==> src/rtl/rtc_spi_pkg.sv <==
package rtc_spi_pkg;
    localparam int DATA_W      = 8;
    localparam int ADDR_W      = 4;
    localparam int REG_CNT     = 1 << ADDR_W;
    localparam int CMD_WR_BIT  = 4;
    localparam int CMD_RD_BIT  = 7;
    localparam int HALT_BIT    = 5;
    localparam int INVALID_BIT = 7;
    localparam logic [ADDR_W-1:0] A_CTRL = 4'h0;
    localparam logic [ADDR_W-1:0] A_SEC  = 4'h2;
    localparam logic [DATA_W-1:0] CLR_PATTERN = 8'h58;

    typedef enum logic [1:0] {PH_CMD, PH_WRITE, PH_READ, PH_SKIP} phase_t;

    typedef logic [REG_CNT-1:0][DATA_W-1:0] regfile_t;

    function automatic regfile_t regfile_default();
        regfile_t r;
        r = '0;
        r[A_SEC][INVALID_BIT] = 1'b1;
        return r;
    endfunction
endpackage

==> src/rtl/rtc_spi_link.sv <==
module rtc_spi_link #(
    parameter int SYNC_STAGES = 2,
    parameter int DATA_W      = 8
) (
    input  logic              clk,
    input  logic              rst_n,
    input  logic              cs_i,
    input  logic              sclk_i,
    input  logic              mosi_i,
    input  logic [DATA_W-1:0] tx_byte_i,
    output logic              cs_o,
    output logic              byte_stb_o,
    output logic [DATA_W-1:0] byte_o,
    output logic              load_stb_o,
    output logic              miso_o
);
    localparam int CNT_W = $clog2(DATA_W);

    logic [2:0] stg_q [SYNC_STAGES];

    for (genvar g = 0; g < SYNC_STAGES; g++) begin : g_sync
        if (g == 0) begin : g_first
            always_ff @(posedge clk or negedge rst_n)
                if (!rst_n) stg_q[g] <= '0;
                else        stg_q[g] <= {cs_i, sclk_i, mosi_i};
        end else begin : g_next
            always_ff @(posedge clk or negedge rst_n)
                if (!rst_n) stg_q[g] <= '0;
                else        stg_q[g] <= stg_q[g-1];
        end
    end

    logic cs_s, sclk_s, mosi_s;
    assign {cs_s, sclk_s, mosi_s} = stg_q[SYNC_STAGES-1];

    typedef struct packed {
        logic              sclk_prev;
        logic [CNT_W-1:0]  cnt;
        logic [DATA_W-1:0] rx;
        logic [DATA_W-1:0] tx;
    } link_t;

    link_t st_d, st_q;
    logic  rise, fall;

    always_comb begin
        st_d = st_q;
        rise = cs_s && sclk_s && !st_q.sclk_prev;
        fall = cs_s && !sclk_s && st_q.sclk_prev;
        st_d.sclk_prev = sclk_s;
        if (!cs_s) begin
            st_d.cnt = '0;
            st_d.rx  = '0;
            st_d.tx  = '0;
        end else begin
            if (rise) begin
                st_d.rx  = {st_q.rx[DATA_W-2:0], mosi_s};
                st_d.cnt = st_q.cnt + 1'b1;
            end
            if (fall) begin
                if (st_q.cnt == '0) st_d.tx = tx_byte_i;
                else                st_d.tx = {st_q.tx[DATA_W-2:0], 1'b0};
            end
        end
    end

    always_ff @(posedge clk or negedge rst_n)
        if (!rst_n) st_q <= '0;
        else        st_q <= st_d;

    assign cs_o       = cs_s;
    assign byte_stb_o = rise && (st_q.cnt == CNT_W'(DATA_W - 1));
    assign byte_o     = {st_q.rx[DATA_W-2:0], mosi_s};
    assign load_stb_o = fall && (st_q.cnt == '0);
    assign miso_o     = st_q.tx[DATA_W-1];

    // a dropped select leaves no partial byte and a quiet output
    assert_cs_drop_R9: assert property (@(posedge clk) disable iff (!rst_n)
        $fell(cs_s) |=> (st_q.cnt == '0 && !miso_o));
endmodule

==> src/rtl/rtc_spi_regs.sv <==
module rtc_spi_regs
    import rtc_spi_pkg::*;
#(
    parameter int SYNC_STAGES = 2
) (
    input  logic clk,
    input  logic rst_n,
    input  logic spi_cs_i,
    input  logic spi_sclk_i,
    input  logic spi_mosi_i,
    output logic spi_miso_o,
    input  logic osc_fail_i,
    output logic run_o
);
    logic              cs_s, byte_stb, load_stb;
    logic [DATA_W-1:0] rx_byte, tx_byte;

    rtc_spi_link #(.SYNC_STAGES(SYNC_STAGES), .DATA_W(DATA_W)) u_link (
        .clk(clk), .rst_n(rst_n),
        .cs_i(spi_cs_i), .sclk_i(spi_sclk_i), .mosi_i(spi_mosi_i),
        .tx_byte_i(tx_byte), .cs_o(cs_s), .byte_stb_o(byte_stb),
        .byte_o(rx_byte), .load_stb_o(load_stb), .miso_o(spi_miso_o)
    );

    typedef struct packed {
        regfile_t          regs;
        logic [ADDR_W-1:0] addr;
        phase_t            phase;
    } rf_t;

    rf_t rf_d, rf_q;

    always_comb begin
        rf_d = rf_q;
        if (!cs_s) begin
            rf_d.phase = PH_CMD;
        end else if (byte_stb) begin
            unique case (rf_q.phase)
                PH_CMD: begin
                    rf_d.addr = rx_byte[ADDR_W-1:0];
                    if (!rx_byte[CMD_WR_BIT])     rf_d.phase = PH_SKIP;
                    else if (rx_byte[CMD_RD_BIT]) rf_d.phase = PH_READ;
                    else                          rf_d.phase = PH_WRITE;
                end
                PH_WRITE: begin
                    if (rf_q.addr == A_CTRL && (rx_byte & CLR_PATTERN) == CLR_PATTERN)
                        rf_d.regs = regfile_default();
                    else if (rf_q.addr == A_SEC)
                        rf_d.regs[A_SEC] = {1'b0, rx_byte[DATA_W-2:0]};
                    else
                        rf_d.regs[rf_q.addr] = rx_byte;
                    rf_d.addr = rf_q.addr + 1'b1;
                end
                default: ;
            endcase
        end else if (load_stb && rf_q.phase == PH_READ) begin
            rf_d.addr = rf_q.addr + 1'b1;
        end
        if (osc_fail_i) rf_d.regs[A_SEC][INVALID_BIT] = 1'b1;
    end

    always_ff @(posedge clk or negedge rst_n)
        if (!rst_n) rf_q <= '{regs: regfile_default(), addr: '0, phase: PH_CMD};
        else        rf_q <= rf_d;

    assign tx_byte = (rf_q.phase == PH_READ) ? rf_q.regs[rf_q.addr] : '0;
    assign run_o   = !rf_q.regs[A_CTRL][HALT_BIT];

    // inside a data phase the pointer only leaves 0xF towards 0x0
    assert_wrap_R4: assert property (@(posedge clk) disable iff (!rst_n)
        (rf_q.phase != PH_CMD && rf_q.addr == 4'hF) |=> (rf_q.addr == 4'hF || rf_q.addr == 4'h0));

    // a halt write that is not the clear pattern stops the counters
    assert_halt_R6: assert property (@(posedge clk) disable iff (!rst_n)
        (byte_stb && cs_s && rf_q.phase == PH_WRITE && rf_q.addr == A_CTRL &&
         rx_byte[HALT_BIT] && (rx_byte & CLR_PATTERN) != CLR_PATTERN) |=> !run_o);

    // the clear pattern restores seconds and the run state
    assert_clear_R7: assert property (@(posedge clk) disable iff (!rst_n)
        (byte_stb && cs_s && rf_q.phase == PH_WRITE && rf_q.addr == A_CTRL &&
         (rx_byte & CLR_PATTERN) == CLR_PATTERN) |=> (run_o && rf_q.regs[A_SEC] == 8'h80));

    // a failure pulse always leaves the invalid flag set
    assert_invalid_R8: assert property (@(posedge clk) disable iff (!rst_n)
        osc_fail_i |=> rf_q.regs[A_SEC][INVALID_BIT]);
endmodule

==> config.mk <==
export PLATFORM = sky130hd
export DESIGN_NAME = rtc_spi_regs
export DESIGN_NICKNAME = d
export VERILOG_FILES = /design/src/rtl/rtc_spi_pkg.sv /design/src/rtl/rtc_spi_link.sv /design/src/rtl/rtc_spi_regs.sv
export SDC_FILE = /design/constraint.sdc
export NUM_CORES = 1
export LEC_CHECK = 0
export BUFFER_PORTS_ARGS = -buffer_cell sky130_fd_sc_hd__buf_2
export CAP_MARGIN = 25
export CORE_ASPECT_RATIO = 1.4
export CORE_MARGIN = 5
export CORE_UTILIZATION = 40
export DETAILED_ROUTE_END_ITERATION = 6
export PLACE_DENSITY = 0.65
export SYNTH_ARGS = -nofsm -noshare
export SYNTH_HDL_FRONTEND = slang
export SYNTH_SLANG_ARGS = --single-unit
==> constraint.sdc <==
create_clock -name clk -period 7.2 [get_ports clk]
set_input_delay 0.72 -clock clk [delete_from_list [all_inputs] [get_ports clk]]
set_output_delay 0.72 -clock clk [all_outputs]
set_load 0.02 [all_outputs]
Word level (Yosys, flattened, before mapping)
Cells that the tools add are included.
{ "totals": {"ff_bits": 159, "inputBits": 6, "out_inout_bits": 2, "word_cells": 90} }
{ "classes": {"add_sub_neg": 2, "magnitude_cmp": 2, "eq_ne": 11, "mux": 26, "n_reduce_logical": 24} }
{ "op_table": {"columns": ["operator", "n"], "rows": [
  ["$bwmux W128", 1],
  ["$mux W128", 1],
  ["$mux W104", 1],
  ["$mux W24", 2],
  ["$mux W8", 6],
  ["$bmux W8 S4", 1],
  ["$demux W8 S4", 1],
  ["$mux W28", 1],
  ["$mux W19", 1],
  ["$mux W16", 1],
  ["$mux W11", 1],
  ["$mux W2", 5],
  ["$ne A2 B2 Y1 const B", 5],
  ["$logic_and A1 B1 Y1", 9],
  ["$reduce_and A3 Y1", 3],
  ["$mux W4", 2],
  ["$pmux W4 S2", 1],
  ["$reduce_bool A2 Y1", 4],
  ["$eq A3 B3 Y1 const B", 2],
  ["$lt A4 B5 Y1 const B", 1],
  ["$add A4 B1 Y4 const B", 1],
  ["$eq A4 B2 Y1 const B", 1],
  ["$ge A4 B1 Y1 const B", 1],
  ["$logic_not A4 Y1", 1],
  ["other kinds (10)", 12]
]} }

Logic depth before layout (Yosys ltp)
Gate-level depths: netlist of run 1.
{ "depth": {"word_depth": 11, "ltp_mapped": 11, "depth_no_buf": 6} }

Hierarchy
A second synthesis of run 1 with hierarchy kept.
{ "hier_totals": {"cells_unflattened": 629, "area_unflattened_um2": 7490.9} }
{ "modules_own_cells": {"columns": ["mod", "n_inst", "cells_per_inst", "area_per_inst_um2", "seq_area_each_um2"], "rows": [
  ["rtc_spi_regs", 1, 526, 6336.1, 3354.5],
  ["rtc_spi_link", 1, 103, 1154.9, 625.6]
]} }

Worst setup path before layout of run 1
OpenSTA, ideal clock, no wires.
{ "synth_timing": {"path_kind": "register to register", "startpoint": "register rf_q[3] (netlist name)", "endpoint": "register rf_q[110] (netlist name)", "setup_ps": 66, "t_arrival_ps": 2623, "required_time_ps": 7134, "setup_slack_ps": 4510, "stages_incl_launch_ff": 12, "path_buffers": 5, "period_less_slack_ps": 2690, "cell_sequence": "dfrtp_1 buf_2 buf_2 buf_2 inv_1 ha_1 and4bb_2 and3_1 buf_4 buf_6 o21ai_4 a22o_1"} }
{ "synth_via": {"elab_chain_len": 7, "word_cells_on_any_way": 13, "classes_between": "order compare (2); eq/ne (2); mux (5); reduce/logical (4)"} }
{ "synth_rtl": {"columns": ["element", "line", "rtl"], "rows": [
  ["start: declaration", "rtc_spi_regs.sv:31", "rf_t rf_d, rf_q;"],
  ["start signal: assignment", "rtc_spi_regs.sv:64", "else rf_q <= rf_d;"],
  ["$lt A4 B5 Y1 (not written as such) / $ge A4 B1 Y1 (equally long branches)", "rtc_spi_regs.sv:51", "rf_d.regs[rf_q.addr] = rx_byte;"],
  ["$logic_and A1 B1 Y1 (not written as such)", "rtc_spi_regs.sv:51", null],
  ["$mux W8 (not written as such)", "rtc_spi_regs.sv:51", null],
  ["$demux W8 S4", "rtc_spi_regs.sv:51", null],
  ["$bwmux W128", "rtc_spi_regs.sv:51", null],
  ["$mux W104", "rtc_spi_regs.sv:48", "else if (rf_q.addr == A_SEC)"],
  ["$mux W128", "rtc_spi_regs.sv:46", "if (rf_q.addr == A_CTRL && (rx_byte & CLR_PATTERN) == CLR_PATTERN)"]
]} }
Several ways; a longest one is shown, not always the timed one. The select of a mux whose other input is x is not followed.
A chain may end at the register's enable or synchronous reset.

Worst setup path after layout of run 1
{ "layout_timing": {"startpoint": "register u_link.st_q[17] (netlist name)", "endpoint": "register rf_q[97] (netlist name)"} }
{ "layout_via": {"elab_chain_len": 3} }
{ "layout_rtl": {"columns": ["element", "line", "rtl"], "rows": [
  ["start: declaration", "rtc_spi_link.sv:43", "link_t st_d, st_q;"],
  ["start signal: assignment", "rtc_spi_link.sv:69", "else st_q <= st_d;"],
  ["$eq A3 B3 Y1", "rtc_spi_link.sv:72", "assign byte_stb_o = rise && (st_q.cnt == CNT_W'(DATA_W - 1));"],
  ["$logic_and A1 B1 Y1", "rtc_spi_link.sv:72", null],
  ["$reduce_and A4 Y1 (no source line)", null, null]
]} }
Every way passes these cells.

==> results by group, run 1 <==
Timing
  • Setup TNS: 0 ns
  • Peak Freq: between 300 and 400 MHz
  • Fin crit share: 44.3%
  • Max-slew violations: 0
  • Slew headroom: a little under a third
  • Worst Clk Skew: approximately 0.0099 ns
  • Clock period minus worst slack: around 3.2 ns
  • Setup violations, final: 0
  • Final hold viol count: 0
  • Actual slew at the worst max-slew pin: about 1.0 ns
  • RSZ-0062 raised after global routing: no

Synthesis
  • Post-synth EDFFs: 0
  • Syn Inst Count: between 500 and 600
  • FF+latch count, synth: 159
  • Sequential share of the synthesized area: 53.2%
  • Synth cell types: 56
  • Post-Syn Nets: 596
  • Syn Area/Cell: 12.8 um2
  • Syn Std Cell Area: 7480 um2
  • Fraction of registers with async set/reset: between 90% and 100%
  • Synth warn: 0
  • Ys flop type: dfrtp_1

Final layout
  • Antenna Cells: 0
  • Final cell count without fillers: between 800 and 900
  • Multi-input logic area: about 3300 um2
  • Register Area: ~4000 um2
  • Fin nets: between 500 and 600
  • Area delta synth->final: 10.7%
  • Most common cell after layout, fill and taps aside: dfrtp_1
  • Share of cells above drive strength 1: roughly 18%
  • Most frequent cells in the layout: 157 x dfrtp_1, 85 x a22o_1, 48 x nand2_1
  • Fillers: 1,604

Clocking
  • H-tree levels: 4
  • CTS Root Buffer Type: clkbuf_16
  • Post-CTS resize count: 0
  • Max Buffers Root-to-Sink: 2
  • Postcts setup bufs: 0
  • Clock latency on the worst-skew pair: roughly 0.42 ns
  • Hold_buf cts: 0
  • CTS tree: built
  • Total CTS buffers: 17
  • Clock slew at reported path FFs: around 0.07 ns
  • Clk sinks: about 160

Place
  • Final Wtd Congestion: between 0.8 and 0.9
  • Detail Placement HPWL: 13.1 mm
  • Port Buffers: 7
  • Cells after DPL: 800

Worst setup path
  • Startpoint types: register
  • Critical Path AT: about 3.5 ns
  • Worst R2R Start: u_link.st_q[17]
  • Worst Path Required: around 7.5 ns
  • CP max FO: 35
  • CP Launch Point: u_link.st_q[17]
  • Setup CP Type: reg -> reg
  • Setup crit end kind: register

Routing
  • Remaining routing DRC violations: 0
  • Initial drt markers: around 610
  • DRT Pass-1 Iters: 5
  • Via density: between 6 and 7
  • WL/cell: approximately 24 um
  • Routed Antenna Nets: 0
  • Total Wirelength: 19.9 mm
  • Via count: ~5.2k

GRT
  • Gr usage total: between 10% and 20%
  • Vias in the first global route: 5,363
  • Initial antenna violation count: 0
  • Pin count of the biggest net entering global routing: 89
  • Grt total ovfl: 0
  • First-pass GRT wire length: a little over 30 mm

Floorplanning
  • Num ports: 8
  • Die H: about 170 um
  • Initial Utilization: between 40% and 50%
  • Row count: between 50 and 60
  • Die width: ~130 um
  • Die area: roughly 22,000 um2
  • Core area: 18,500 um2

Run
  • Max-Cap Viols: 0

Run status
  • Status: finished, final reports clean

Pwr
  • Peak supply drop: 0.167 mV
  • Power per cell area: around 220 nW/um2
  • Seq pwr share: 49.1%
  • P_int: ~1.4 mW
  • Leak: ~3.5 nW
  • Clock power share: between 40% and 50%
  • Net switching power figure: between 0.4 and 0.5 mW
  • Switching share of power: between 20% and 30%
  • Combinational Power Share: ~1.8%

Hold path
  • HP Start: u_link.stg_q[4]
  • Worst min-delay path class: reg -> reg
==> worst max-delay path: stages, from the launching register on <==
cell and delay (ns):
dfrtp_1 0.39, ha_1 0.19, ha_1 0.23, nand4b_1 0.32, nor3b_2 0.26, buf_4 0.50
nand4_1 0.72, o2bb2ai_1 0.41
==> layout make-up <==
class / instances / area share (%)
Clock inverter: 13 / 1.86
Multi-Input combinational cell: 370 / 39.4
Inverter: 12 / 0.544
Tap cell: 244 / 3.69
Sequential cell: 159 / 48.1
Timing Repair Buffer: 15 / 1.22
Clock buffer: 18 / 5.18
==> flip-flops by register name, summed over array words and instances, names as in the netlist <==
signal / flops
rf_q: 134
u_link.byte_o: 8
u_link.cs_o: 1
u_link.miso_o: 1
u_link.sclk_s: 1
u_link.st_q: 11
u_link.stg_q: 3
==> per-stage QoR <==
step	util, %	setup WS, ns	instance area (um2)	hold slack [ns]	power (mW)
after global placement	41.6	4.26	7700	0.334	0.952
after floorplan	-	4.51	7480	0.331	0.928
after CTS	44.7	4.11	8280	0.350	1.85
after detailed placement	41.6	4.16	7700	0.335	0.953
after global routing	44.7	3.87	8280	0.352	1.89
final	44.7	4.01	8280	0.349	1.84
==> worst paths after layout <==
kind,to,slack (ns),cells past startpoint
hold / removal,u_link.sclk_s,0.35,0
setup / recovery,rf_q[97],4.01,7
max in group asynchronous,rf_q[3],5.33,2
hold reg to reg,u_link.sclk_s,0.35,0
min in group asynchronous,rf_q[83],0.36,1
setup reg to reg,rf_q[97],4.01,7
==> Yosys cell counts, drive strengths merged (4+ instances only) <==
master / count / area (um2)
or3b: 4 / 35.0
nand2: 48 / 180
dfrtp: 158 / 3950
a32o: 18 / 180
nor3: 5 / 35.0
clkbuf: 24 / 90.1
buf: 18 / 106
ha: 7 / 87.6
inv: 11 / 41.3
mux4: 31 / 698
a21oi: 19 / 95.1
nand2b: 4 / 25.0
mux2i: 11 / 110
a22oi: 13 / 97.6
o2bb2ai: 16 / 140
o21ai: 15 / 188
a31oi: 8 / 65.1
nand3: 9 / 45.0
and2: 8 / 50.1
nor2: 19 / 71.3
nand3b: 9 / 67.6
and3: 6 / 37.5
a22o: 85 / 744
==> power groups by stage <==
stage / Clock, mW / Sequential [mW] / Combinational, mW
2_1_floorplan: 0 / 0.915 / 0.0129
3_3_place_gp: 0 / 0.918 / 0.0334
3_5_place_dp: 0 / 0.919 / 0.0347
4_1_cts: 0.913 / 0.902 / 0.0348
5_1_grt: 0.949 / 0.902 / 0.0388
6_report: 0.901 / 0.902 / 0.0335
==> logic make-up (layout without fill, tap and decap cells) <==
kind of cell	after synthesis	in the layout	share of synthesized area, %
AO/OA/AOI/OAI	185	185	21.3
adder cells (fa/ha/maj)	7	7	1.17
buffers and inverters	54	58	3.23
flip-flops	159	159	53.2
multiplexers	45	45	11.3
AND/OR/NAND/NOR	133	133	9.83
==> metal layers <==
| layer | track usage (%) | part of all wire [%] | up-vias |
|---|---|---|---|
| li1 | - | - | 2232 |
| met1 | 22.4 | 39 | 2748 |
| met2 | 32.6 | 52 | 144 |
| met3 | 2.55 | 3.3 | 49 |
| met4 | 11.1 | 5.2 | 0 |
| met5 | 0 | 0 | - |
No activity file was read; power rests on OpenSTA's default activity.
==> inputs of run 2 (changes only) <==
clock period = 3.2 ns   (was 7.2 ns; I/O delays follow)
==> run 2 against run 1 <==
- combinational power is 150% higher
- clock power increased by 130%
- wire length rose by 1.6%
==> results by group, run 2 (synthesized netlist as in run 1, its figures left out) <==
Place
  • Port Buffers: 7 (unchanged)
  • Post-Place Worst Slack: 0.624 ns (-3.53 ns)
  • Placed Area: 7800 um2 (+1.3%)
  • Detail Placement HPWL: 13.4 mm (+2.5%)
  • Final Wtd Congestion: 0.890 (+6.9%)
  • Cells after DPL: 812 (+1.5%)

Timing
  • Peak Freq: 380 MHz (+21%)
  • Max-slew violations: 0 (unchanged)
  • Setup ws final: 0.568 ns (-3.44 ns)
  • Setup violations, final: 0 (unchanged)
  • Final hold viol count: 0 (unchanged)
  • Fin crit share: 82.2% (+38 points)
  • RSZ-0062 raised after global routing: no
  • Clock period minus worst slack: 2.63 ns (-0.555 ns)
  • Slew headroom: 34.5% (+4.4 points)
  • Setup TNS: 0 ns (unchanged)
  • Worst Clk Skew: 0.0194 ns (+0.00941 ns)
  • Worst hold slack: 0.141 ns (-0.207 ns)
  • Actual slew at the worst max-slew pin: 0.974 ns (-0.0647 ns)

Final layout
  • Area delta synth->final: 12.9%
  • Largest Register: rf_q
  • Antenna Cells: 0 (unchanged)
  • Final cell count without fillers: 848 (+2.0%)
  • Fillers: 1,626 (+1.4%)
  • Most frequent cells in the layout: 157 x dfrtp_1, 85 x a22o_1, 48 x nand2_1
  • Share of cells above drive strength 1: 19.9% (+1.8 points)
  • Post-route cell area: 8450 um2 (+2.0%)
  • Max FFs per register: 134 (unchanged)
  • Most common cell after layout, fill and taps aside: dfrtp_1
  • Fin nets: 604 (+2.7%)
  • Core Util, Final: 45.6% (+0.88 points)

Worst setup path
  • Startpoint types: register
  • Cell family with most CP delay: simple AND/OR/NAND/NOR gates
  • CP Cell Sequence: inv_1 -> ha_1 -> and4bb_2 -> and3_1 -> buf_4 -> o21ai_1 -> a32o_1
  • CP max stage delay: 0.79 ns (+0.07 ns)
  • WP buf/inv: 2 (+1)
  • Setup crit end kind: register
  • Critical Path AT: 2.94 ns (-0.55 ns)
  • Worst Path Required: 3.51 ns (-4.00 ns)
  • Setup CP Type: reg -> reg
  • Critical-path top delay cell: and3_1
  • CP max FO: 11 (-69%)

Clocking
  • Postcts setup bufs: 0 (unchanged)
  • Hold_buf cts: 4 (+4)
  • Post-CTS resize count: 0 (unchanged)
  • Clock slew at reported path FFs: 0.07 ns (about the same)
  • Total CTS buffers: 17 (unchanged)
  • Clk sinks: 159 (unchanged)
  • H-tree levels: 4 (unchanged)
  • Clock latency on the worst-skew pair: 0.43 ns (about the same)
  • Max Buffers Root-to-Sink: 2 (unchanged)
  • CTS Root Buffer Type: clkbuf_16
  • CTS tree: built

GRT
  • Gr usage total: 19.4% (+0.61 points)
  • First-pass GRT wire length: 32.2 mm (+3.5%)
  • Pin count of the biggest net entering global routing: 83 (-6.7%)
  • Vias in the first global route: 5,621 (+4.8%)
  • Grt total ovfl: 0 (unchanged)
  • Initial antenna violation count: 0 (unchanged)

Routing
  • Remaining routing DRC violations: 0 (unchanged)
  • Total Wirelength: 20.2 mm (+1.6%)
  • Via density: 6.26 (+0.50%)
  • Initial drt markers: 668 (+10%)
  • Via count: 5,305 (+2.6%)
  • DRT Pass-1 Iters: 5 (unchanged)
  • WL/cell: 23.8 um (-0.41%)
  • Routed Antenna Nets: 0 (unchanged)

Pwr
  • Leak: 3.58 nW (+3.1%)
  • Power per cell area: 495 nW/um2 (+120%)
  • Peak supply drop: 0.364 mV (+120%)
  • Total power: 4.18 mW (+130%)

Floorplanning
  • Num ports: 8 (unchanged)
  • Initial Utilization: 40.4% (unchanged)
  • Die area: 21,600 um2 (unchanged)
  • Die width: 126 um (unchanged)
  • Die H: 172 um (unchanged)
  • Row count: 59 (unchanged)
  • Core area: 18,500 um2 (unchanged)

Run status
  • Status: finished, final reports clean

Hold path
  • Worst min-delay path class: in -> reg

Run
  • Max-Cap Viols: 0 (unchanged)
## run 2: worst paths after layout
kind	to	depth (start not counted)	slack [ns]	from
max	rf_q[23]	7	0.57	rf_q[3]
max reg2reg	rf_q[23]	7	0.57	rf_q[3]
min	rf_q[29]	3	0.14	osc_fail_i
min in group asynchronous	rf_q[15]	2	0.31	rst_n
min reg2reg	u_link.cs_o	0	0.35	u_link.stg_q[5]
max in group asynchronous	rf_q[3]	3	1.92	rst_n
## run 2: tightest hold or removal path, stage by stage
cell	delay, ns
buf_2	0.10
a21oi_1	0.05
nand2_1	0.06
## run 2: area by class of cell
type	instances	area [um2]	area share, %
Sequential cell	159	3980	47.1
Inverter	12	45.0	0.533
Tap cell	244	305	3.61
Clock inverter	14	164	1.94
Timing Repair Buffer	31	244	2.89
Clock buffer	18	439	5.20
Multi-Input combinational cell	370	3270	38.7
## run 2: routing by layer
layer / track usage [%] / vias to the layer above / routed length (um)
li1: - / 2273 / -
met1: 23.2 / 2779 / 7940
met2: 32.7 / 196 / 10300
met3: 2.98 / 57 / 762
met4: 12.8 / 0 / 1160
met5: 0 / - / 0
## run 2: power by group
part / leakage, nW / internal (mW) / switching (mW) / total [mW]
logic: 1.08 / 0.0169 / 0.0663 / 0.0832
registers: 2.20 / 2.01 / 0.0137 / 2.03
clock network: 0.299 / 1.14 / 0.927 / 2.07
==> inputs of run 3 (changes only) <==
PLACE_DENSITY = 0.67   (was 0.65)
clock period = 2.1 ns   (was 3.2 ns; I/O delays follow)
==> run 3 against run 2 <==
- clock-buffer cell count decreased by 1
- fmax rose by 31%
- sequential power is 52% higher
- global-route usage rose by 0.95 points
- utilization is 2.6 points higher
- wire length is 4.0% higher
- flip-flop and latch count is the same
- critical path type unchanged
- non-clock buffer count increased by 47
- first-iteration DRC count decreased by 9.3%
- combinational power up 72%
- worst hold slack worse by 0.11 ns
==> results by group, run 3 (synthesized netlist as in run 1, its figures left out) <==
Routing
  • Routed Antenna Nets: 0 (unchanged)
  • Via density: 6.20 (-0.82%)
  • WL/cell: 23.5 um (-1.5%)
  • Initial drt markers: 606 (-9.3%)
  • DRT Pass-1 Iters: 5 (unchanged)
  • Via count: 5,553 (+4.7%)
  • Total Wirelength: 21.0 mm (+4.0%)
  • Remaining routing DRC violations: 0 (unchanged)

Floorplanning
  • Num ports: 8 (unchanged)
  • Core area: 18,500 um2 (unchanged)
  • Row count: 59 (unchanged)
  • Initial Utilization: 40.4% (unchanged)
  • Die width: 126 um (unchanged)
  • Die area: 21,600 um2 (unchanged)
  • Die H: 172 um (unchanged)

Run
  • Max-Cap Viols: 0 (unchanged)

Clocking
  • CTS tree: built
  • Clock latency on the worst-skew pair: 0.43 ns (about the same)
  • Max Buffers Root-to-Sink: 2 (unchanged)
  • Clock slew at reported path FFs: 0.06 ns (about the same)
  • CTS Root Buffer Type: clkbuf_16
  • Total CTS buffers: 17 (unchanged)
  • H-tree levels: 4 (unchanged)
  • Clk sinks: 159 (unchanged)

Worst setup path
  • Critical Path End: rf_q[30]
  • Worst R2R Start: rf_q[2]
  • CP Cell Sequence: buf_6 -> ha_1 -> or3b_2 -> nor2_1 -> o21ai_4 -> a32o_1
  • CP Launch Point: rf_q[2]
  • R2R Setup Slk: 0.1 ns (-0.47 ns)
  • CP max stage delay: 0.47 ns (-0.32 ns)
  • Critical Path AT: 2.32 ns (-0.62 ns)
  • Startpoint types: register
  • Setup crit end kind: register
  • Critical-path top delay cell: or3b_2
  • Worst r2r dst: rf_q[30]
  • CP max FO: 11 (unchanged)
  • Setup CP Type: reg -> reg
  • Worst Path Required: 2.42 ns (-1.09 ns)
  • R2R cell count: 6 (-1)

Place
  • Final Wtd Congestion: 0.877 (-1.4%)
  • Detail Placement HPWL: 14.4 mm (+7.7%)
  • Port Buffers: 7 (unchanged)

Final layout
  • Fin nets: 651 (+7.8%)
  • Share of cells above drive strength 1: 27.3% (+7.5 points)
  • Area delta synth->final: 19.2%
  • Most common cell after layout, fill and taps aside: dfrtp_1
  • Largest Register: rf_q
  • Most frequent cells in the layout: 157 x dfrtp_1, 85 x a22o_1, 58 x buf_4
  • Max FFs per register: 134 (unchanged)
  • Antenna Cells: 0 (unchanged)

Timing
  • Peak Freq: 499 MHz (+31%)
  • Final hold viol count: 0 (unchanged)
  • Worst Clk Skew: 0.00879 ns (-0.0106 ns)
  • Fin crit share: 95.4% (+13 points)
  • Clock period minus worst slack: 2.00 ns (-0.629 ns)
  • Max-slew violations: 0 (unchanged)
  • Worst hold slack: 0.0272 ns (-0.114 ns)
  • Slew headroom: 39.4% (+4.9 points)
  • Actual slew at the worst max-slew pin: 0.910 ns (-0.0642 ns)
  • Setup violations, final: 0 (unchanged)

GRT
  • Gr usage total: 20.4% (+0.95 points)
  • Grt total ovfl: 0 (unchanged)
  • Initial antenna violation count: 0 (unchanged)
  • First-pass GRT wire length: 33.6 mm (+4.2%)
  • Pin count of the biggest net entering global routing: 56 (-33%)
  • Vias in the first global route: 5,885 (+4.7%)

Pwr
  • Power per cell area: 702 nW/um2 (+42%)
  • Total power: 6.26 mW (+50%)
  • Peak supply drop: 0.584 mV (+61%)
  • Leak: 3.82 nW (+6.9%)

Hold path
  • Worst min-delay path class: in -> reg

Run status
  • Status: finished, final reports clean
-- run 3: changes by cell type in the layout (fill, tap and decap cells not counted), sizes merged --
| cell | previous run | this run |
|---|---|---|
| inv | 21 | 17 |
| buf | 27 | 73 |
| clkinvlp | 0 | 3 |
| clkinv | 4 | 6 |
-- run 3: timing repair --
item / in CTS / in global routing
gates resized for setup: 1 / 11
setup buffers: 4 / 1
endpoints found under the hold margin: 55 / 0
pin swaps: 1 / 1
setup endpoints to repair: 7 / 91
gates cloned: 0 / 1
hold buffers: 4 / 0
-- run 3: layout make-up --
type,instances,area (um2)
Multi-Input combinational cell,370,3340
Fill cell,1598,9610
Sequential cell,159,3980
Timing Repair Buffer,78,667
Clock inverter,15,153
Clock buffer,17,425
Inverter,12,47.5
Tap cell,244,305
-- run 3: power by group --
part	internal, mW	switching, mW	leakage, nW
clock network	1.66	1.36	0.274
logic	0.0366	0.106	1.35
registers	3.07	0.0162	2.20
-- run 3: layer usage --
| metal | wire (um) | track usage, % | share of wire [%] | up-vias |
|---|---|---|---|---|
| met5 | 0 | 0 | 0 | - |
| met4 | 1390 | 14.3 | 6.6 | 0 |
| met1 | 8140 | 23.7 | 39 | 2902 |
| met3 | 808 | 3.39 | 3.8 | 74 |
| li1 | - | - | - | 2363 |
| met2 | 10700 | 34.3 | 51 | 214 |
-- run 3: worst max-delay path, delay by kind of cell (launching register included) --
family,cells,cell delay [ns]
DFF,1,0.39
AOI/OAI and AO/OA,2,0.38
adders and majority gates,1,0.19
and+or+nand+nor,2,0.71
buffers and inverters,1,0.22
-- run 3: how the worst min path moves through the flow --
stage                           from  slack [ns]  endpoint  cells after the start
after floorplan                rst_n       -0.09   rf_q[0]                      0
after global placement         rst_n        0.20  rf_q[82]                      1
after detailed placement       rst_n        0.21  rf_q[35]                      1
after CTS                 osc_fail_i       0.008  rf_q[29]                      3
after global routing      osc_fail_i        0.01  rf_q[29]                      3
final                     osc_fail_i        0.03  rf_q[29]                      3
-- run 3: stage by stage --
stage / util (%) / area (um2) / instances / worst slack (ns) / TNS (ns)
after detailed placement: 44.3 / 8200 / 853 / -0.0981 / -0.282
after global placement: 44.3 / 8200 / 853 / -0.0353 / -0.105
after floorplan: - / 7570 / 583 / -0.344 / -11.31
final: 48.1 / 8920 / 895 / 0.0972 / 0
after global routing: 48.1 / 8920 / 895 / -0.0252 / -0.0252
after CTS: 47.8 / 8850 / 893 / 0.00428 / 0
